===== src/rtl/ext_irq_pkg.sv =====
package ext_irq_pkg;
   localparam int REG_W    = 8;
   localparam int BIT_MODE = 0;
   localparam int BIT_MASK = 1;
   localparam int BIT_ACK  = 2;
   localparam int BIT_FLAG = 3;

   typedef struct packed {
      logic mask;
      logic level_en;
   } irq_ctrl_t;
endpackage


===== src/rtl/ext_irq_sync.sv =====
module ext_irq_sync #(
   parameter int STAGES = 2
) (
   input  logic clk,
   input  logic rst_n,
   input  logic pin_n,
   output logic fall,
   output logic low
);
   generate
      if (STAGES < 2) begin : g_bad
         $error("ext_irq_sync: STAGES must be at least 2");
      end
   endgenerate

   logic [STAGES-1:0] chain_q;
   logic              prev_q;

   genvar gi;
   generate
      for (gi = 0; gi < STAGES; gi++) begin : g_stage
         if (gi == 0) begin : g_first
            always_ff @(posedge clk or negedge rst_n)
               if (!rst_n) chain_q[gi] <= 1'b1;
               else        chain_q[gi] <= pin_n;
         end else begin : g_next
            always_ff @(posedge clk or negedge rst_n)
               if (!rst_n) chain_q[gi] <= 1'b1;
               else        chain_q[gi] <= chain_q[gi-1];
         end
      end
   endgenerate

   always_ff @(posedge clk or negedge rst_n)
      if (!rst_n) prev_q <= 1'b1;
      else        prev_q <= chain_q[STAGES-1];

   assign fall = prev_q & ~chain_q[STAGES-1];
   assign low  = ~chain_q[STAGES-1];
endmodule


===== src/rtl/ext_irq_pend.sv =====
module ext_irq_pend (
   input  logic clk,
   input  logic rst_n,
   input  logic fall,
   input  logic low,
   input  logic level_en,
   input  logic ack,
   output logic pend
);
   logic pend_q, acked_q;
   logic set_req;

   assign set_req = fall | (level_en & low & ~pend_q);

   always_ff @(posedge clk or negedge rst_n) begin
      if (!rst_n) begin
         pend_q  <= 1'b0;
         acked_q <= 1'b0;
      end else if (set_req) begin
         pend_q  <= 1'b1;
         acked_q <= 1'b0;
      end else if (pend_q) begin
         if (level_en) begin
            if ((acked_q | ack) & ~low) begin
               pend_q  <= 1'b0;
               acked_q <= 1'b0;
            end else if (ack) begin
               acked_q <= 1'b1;
            end
         end else if (ack) begin
            pend_q  <= 1'b0;
            acked_q <= 1'b0;
         end
      end
   end

   assign pend = pend_q;

   // a detected edge always leaves the flag set
   a_r8_edge_sets: assert property (@(posedge clk) disable iff (!rst_n)
      fall |=> pend_q);
   // edge-only acknowledge clears
   a_r3_ack_clears: assert property (@(posedge clk) disable iff (!rst_n)
      (pend_q && !level_en && ack && !fall) |=> !pend_q);
   // level mode holds while the pin is low
   a_r5_hold_low: assert property (@(posedge clk) disable iff (!rst_n)
      (pend_q && level_en && low) |=> pend_q);
endmodule


===== src/rtl/ext_irq_regs.sv =====
module ext_irq_regs
   import ext_irq_pkg::*;
(
   input  logic             clk,
   input  logic             rst_n,
   input  logic             wr,
   input  logic [REG_W-1:0] wdata,
   input  logic             pend,
   output irq_ctrl_t        ctrl,
   output logic             soft_clr,
   output logic [REG_W-1:0] rdata
);
   irq_ctrl_t ctrl_q;
   logic      unused_wbits;

   always_ff @(posedge clk or negedge rst_n)
      if (!rst_n) ctrl_q <= '0;
      else if (wr) begin
         ctrl_q.mask     <= wdata[BIT_MASK];
         ctrl_q.level_en <= wdata[BIT_MODE];
      end

   assign unused_wbits = ^{wdata[REG_W-1:BIT_FLAG]};
   assign soft_clr     = wr & wdata[BIT_ACK];
   assign ctrl         = ctrl_q;

   always_comb begin
      rdata           = '0;
      rdata[BIT_FLAG] = pend;
      rdata[BIT_MASK] = ctrl_q.mask;
      rdata[BIT_MODE] = ctrl_q.level_en;
   end

   // a write loads the control bits
   a_r7_write_loads: assert property (@(posedge clk) disable iff (!rst_n)
      wr |=> (ctrl_q.level_en == $past(wdata[BIT_MODE])) &&
             (ctrl_q.mask == $past(wdata[BIT_MASK])));
endmodule


===== src/rtl/ext_irq_ctrl.sv =====
module ext_irq_ctrl
   import ext_irq_pkg::*;
#(
   parameter int SYNC_STAGES = 2
) (
   input  logic             clk,
   input  logic             rst_n,
   input  logic             irq_pin_n,
   input  logic             reg_wr,
   input  logic [REG_W-1:0] reg_wdata,
   output logic [REG_W-1:0] reg_rdata,
   input  logic             vec_ack,
   output logic             irq_req
);
   logic      fall, low, pend, soft_clr;
   irq_ctrl_t ctrl;

   ext_irq_sync #(.STAGES(SYNC_STAGES)) u_sync (
      .clk(clk), .rst_n(rst_n), .pin_n(irq_pin_n), .fall(fall), .low(low));

   ext_irq_regs u_regs (
      .clk(clk), .rst_n(rst_n), .wr(reg_wr), .wdata(reg_wdata), .pend(pend),
      .ctrl(ctrl), .soft_clr(soft_clr), .rdata(reg_rdata));

   ext_irq_pend u_pend (
      .clk(clk), .rst_n(rst_n), .fall(fall), .low(low),
      .level_en(ctrl.level_en), .ack(vec_ack | soft_clr), .pend(pend));

   assign irq_req = pend & ~ctrl.mask;

   // the mask bit blocks the request
   a_r6_mask_blocks: assert property (@(posedge clk) disable iff (!rst_n)
      reg_rdata[BIT_MASK] |-> !irq_req);
endmodule


===== config.mk =====
export PLATFORM = sky130hd
export DESIGN_NAME = ext_irq_ctrl
export DESIGN_NICKNAME = d
export VERILOG_FILES = /design/src/rtl/ext_irq_pkg.sv /design/src/rtl/ext_irq_sync.sv /design/src/rtl/ext_irq_pend.sv /design/src/rtl/ext_irq_regs.sv /design/src/rtl/ext_irq_ctrl.sv
export SDC_FILE = /design/constraint.sdc
export NUM_CORES = 1
export LEC_CHECK = 0
export ABC_CLOCK_PERIOD_IN_PS = 1350
export BUFFER_PORTS_ARGS = -buffer_cell sky130_fd_sc_hd__buf_2
export CORE_AREA = 2 2 39 41
export CTS_CLUSTER_SIZE = 16
export DETAILED_ROUTE_END_ITERATION = 8
export DIE_AREA = 0 0 41 43
export PLACE_DENSITY_LB_ADDON = 0.15
export SLEW_MARGIN = 10
export SYNTH_ARGS = -nofsm -noshare
export SYNTH_HDL_FRONTEND = slang
export SYNTH_HIERARCHICAL = 1
export SYNTH_SLANG_ARGS = --single-unit

===== constraint.sdc =====
create_clock -name clk -period 1.35 [get_ports clk]
set_input_delay 0.27 -clock clk [delete_from_list [all_inputs] [get_ports clk]]
set_output_delay 0.27 -clock clk [all_outputs]
set_load 0.05 [all_outputs]

==> metrics.cfg <==
[floorplanning]
core.rowCount = 14
core_area_sq_um = 1380
start_util_pct = 25.4
die_area_sq_um = 1760
die_width_um = 41
io_pins = 22
die_h_um = 43

[timing]
rsz0062_at_grt = no
hold_violations = 0
fmax_mhz = 785
min_period_over_period_pct = 94.4
fin_crit_ns = 1.27
setup_viol = 0
setup_tns_ns = 0
clock_skew_ns = 0.00334
final_max_slew_viol_count = 0

[pwr]
finalPower_w = 0.000592
p_leak_nw = 0.216
p_per_area_nw_per_um2 = 1350
ir_drop_v = 0.000508

[layout]
stdcell_count = 61
final_util_pct = 31.6
finalInstanceArea_sq_um = 438
antenna_cells = 0
area_growth_syn_to_layout_pct = 24.6
final_nets = 59
drive_above_1_share_pct = 55.6

[routing]
vias = 235
post-route-drc-count = 0
wl_um = 599
post_drt_wl_per_cell_um = 9.82
vias_per_cell = 3.85
ant_nets = 0
first_pass_iters = 2
dr.first_iter.drc_count = 1

[global_route]
gr-usage-met2_pct = 12.2
antenna_found_initial = 0
grt_pass1_wl_um = 931
grt_usage_pct = 8.33
grt-busiest-layer = met2
grt_use_met3_pct = 3.14
grtUsageMet1_pct = 8.36
grt_pass1_vias = 236
grt_max_degree = 8
gr-total-overflow = 0

[place]
dpl_cell_area_sq_um = 399
place_inst = 56
dpl.hpwl_um = 468
gp_congestion = 0.605
io_buffer_count = 11

[worst_setup_path]
slowest_delay_ns = 0.41
timing.rr.start = u_sync/chain_q[1]$_DFF_PN1_
start_kind = flip-flop
crit_family = flip-flops
rrSetupSlack_ns = 0.38
critPathSlowestCell = dfrtp_1
path_cells = nor2b_2 > buf_4
crit_path_end_kind = output port
required_ns = 1.08
worst-path-buf-inv = 1
cp.arrival_ns = 1.00
reg2reg_depth = 4
path_class = reg -> out
cp_max_fo = 5
cp.depth = 2
rr_endpoint = u_pend/acked_q$_DFFE_PN0P_

[cts]
clk_path_buf_depth = 2
insertion_delay_ns = 0.24
cts_buffers = 3
cts_tree = done
cts_setup_buffers = 0
h-tree-depth = 1
path_clk_slew_ns = 0.05
cts_root_buf = clkbuf_4
cts_sinks = 7

[worst_hold_path]
hold_path.startpoint = irq_pin_n
hp-class = in -> reg
holdPathEnd = u_sync/chain_q[0]$_DFF_PN1_
whs_path_depth = 1

[synthesis]
syn_area_per_cell_sq_um = 11.3
synth_warnings = 6
syn_inst = 31
syn_area_sq_um = 352
synth_cell_types = 16
yosys_register_bits = 7
seq_area_frac_synth_pct = 50.9

[run]
maxCapViolations = 0

[outcome]
status = complete, no violations

-- area by class of cell --
type / instances / area [sq um]
Fill cell: 162 / 946
Sequential cell: 7 / 179
Multi-Input combinational cell: 19 / 126
Timing Repair Buffer: 14 / 82.6
Clock buffer: 4 / 26.3
Tap cell: 16 / 20.0
Inverter: 1 / 3.75
-- repair_timing --
item                                    4_1_cts  5_1_grt
hold endpoints to repair                      4        0
endpoints found under the setup margin        0        1
gates resized for setup                       0        2
hold buffers                                  1        0
-- power breakdown --
| part | internal [W] | switching [W] | total, W |
|---|---|---|---|
| combinational | 0.0000479 | 0.000109 | 0.000157 |
| clock | 0.000112 | 0.0000719 | 0.000184 |
| sequential | 0.000233 | 0.0000176 | 0.000251 |
| total | 0.000393 | 0.000199 | 0.000592 |
-- state kept, by name, indices dropped and copies added, names as in the netlist --
| register | count |
|---|---|
| u_pend/acked_q | 1 |
| u_pend/pend | 1 |
| u_regs/ctrl | 2 |
| u_sync/chain_q | 2 |
| u_sync/prev_q | 1 |
-- worst max-delay path by stage --
stage / start / to / slack (ns)
3_5_place_dp: reg_wr / u_pend/acked_q$_DFFE_PN0P_ / 0.02
3_3_place_gp: reg_wr / u_pend/acked_q$_DFFE_PN0P_ / 0.03
4_1_cts: u_pend/pend$_DFF_PN0_ / irq_req / 0.02
2_1_floorplan: reg_wr / u_pend/acked_q$_DFFE_PN0P_ / 0.18
5_1_grt: u_pend/pend$_DFF_PN0_ / irq_req / 0.03
6_report: u_pend/pend$_DFF_PN0_ / irq_req / 0.08
-- Yosys cell counts (all sizes together) --
master	n	share of area [%]
nor2b	2	3.6
a21oi	1	1.4
nand2	2	2.8
nand3b	2	4.3
mux2	2	6.4
nor2	1	1.1
o211a	1	2.8
inv	1	1.1
buf	8	17
conb	1	1.1
dfrtp	4	28
dfstp	3	22
or2	1	1.8
nor4	1	3.6
and2	1	2.1
-- per-layer routing --
layer | up-vias | routed length, um | share of wire (%)
met4 | 0 | 0 | 0
li1 | 114 | - | -
met2 | 7 | 342 | 57
met5 | - | 0 | 0
met3 | 0 | 32 | 5.3
met1 | 114 | 224 | 37
-- metrics by stage --
stage	hold WS, ns	setup slack (ns)
CTS	0.114	0.0169
finish	0.129	0.0762
detailed placement	0.113	0.0164
global placement	0.105	0.0329
global route	0.117	0.0258
floorplan	-0.0256	0.178
-- layout by cell type, fill, tap and decap left out, types with 2 or more instances in the layout --
cell      instances
buf_4             3
nand3b_1          2
conb_1            5
clkbuf_4          3
dfrtp_1           4
buf_2            10
dfstp_2           3
mux2_2            2
-- logic make-up (layout without fill, tap and decap cells) --
| group | count (synthesis) | after routing | share of synthesized area (%) |
|---|---|---|---|
| AOI/OAI and AO/OA | 2 | 2 | 4.27 |
| buffers and inverters | 9 | 19 | 18.1 |
| DFF | 7 | 7 | 50.9 |
| muxes | 2 | 2 | 6.41 |
| other | 1 | 5 | 1.07 |
| and+or+nand+nor | 10 | 10 | 19.2 |
(Power assumes the default switching activity.)
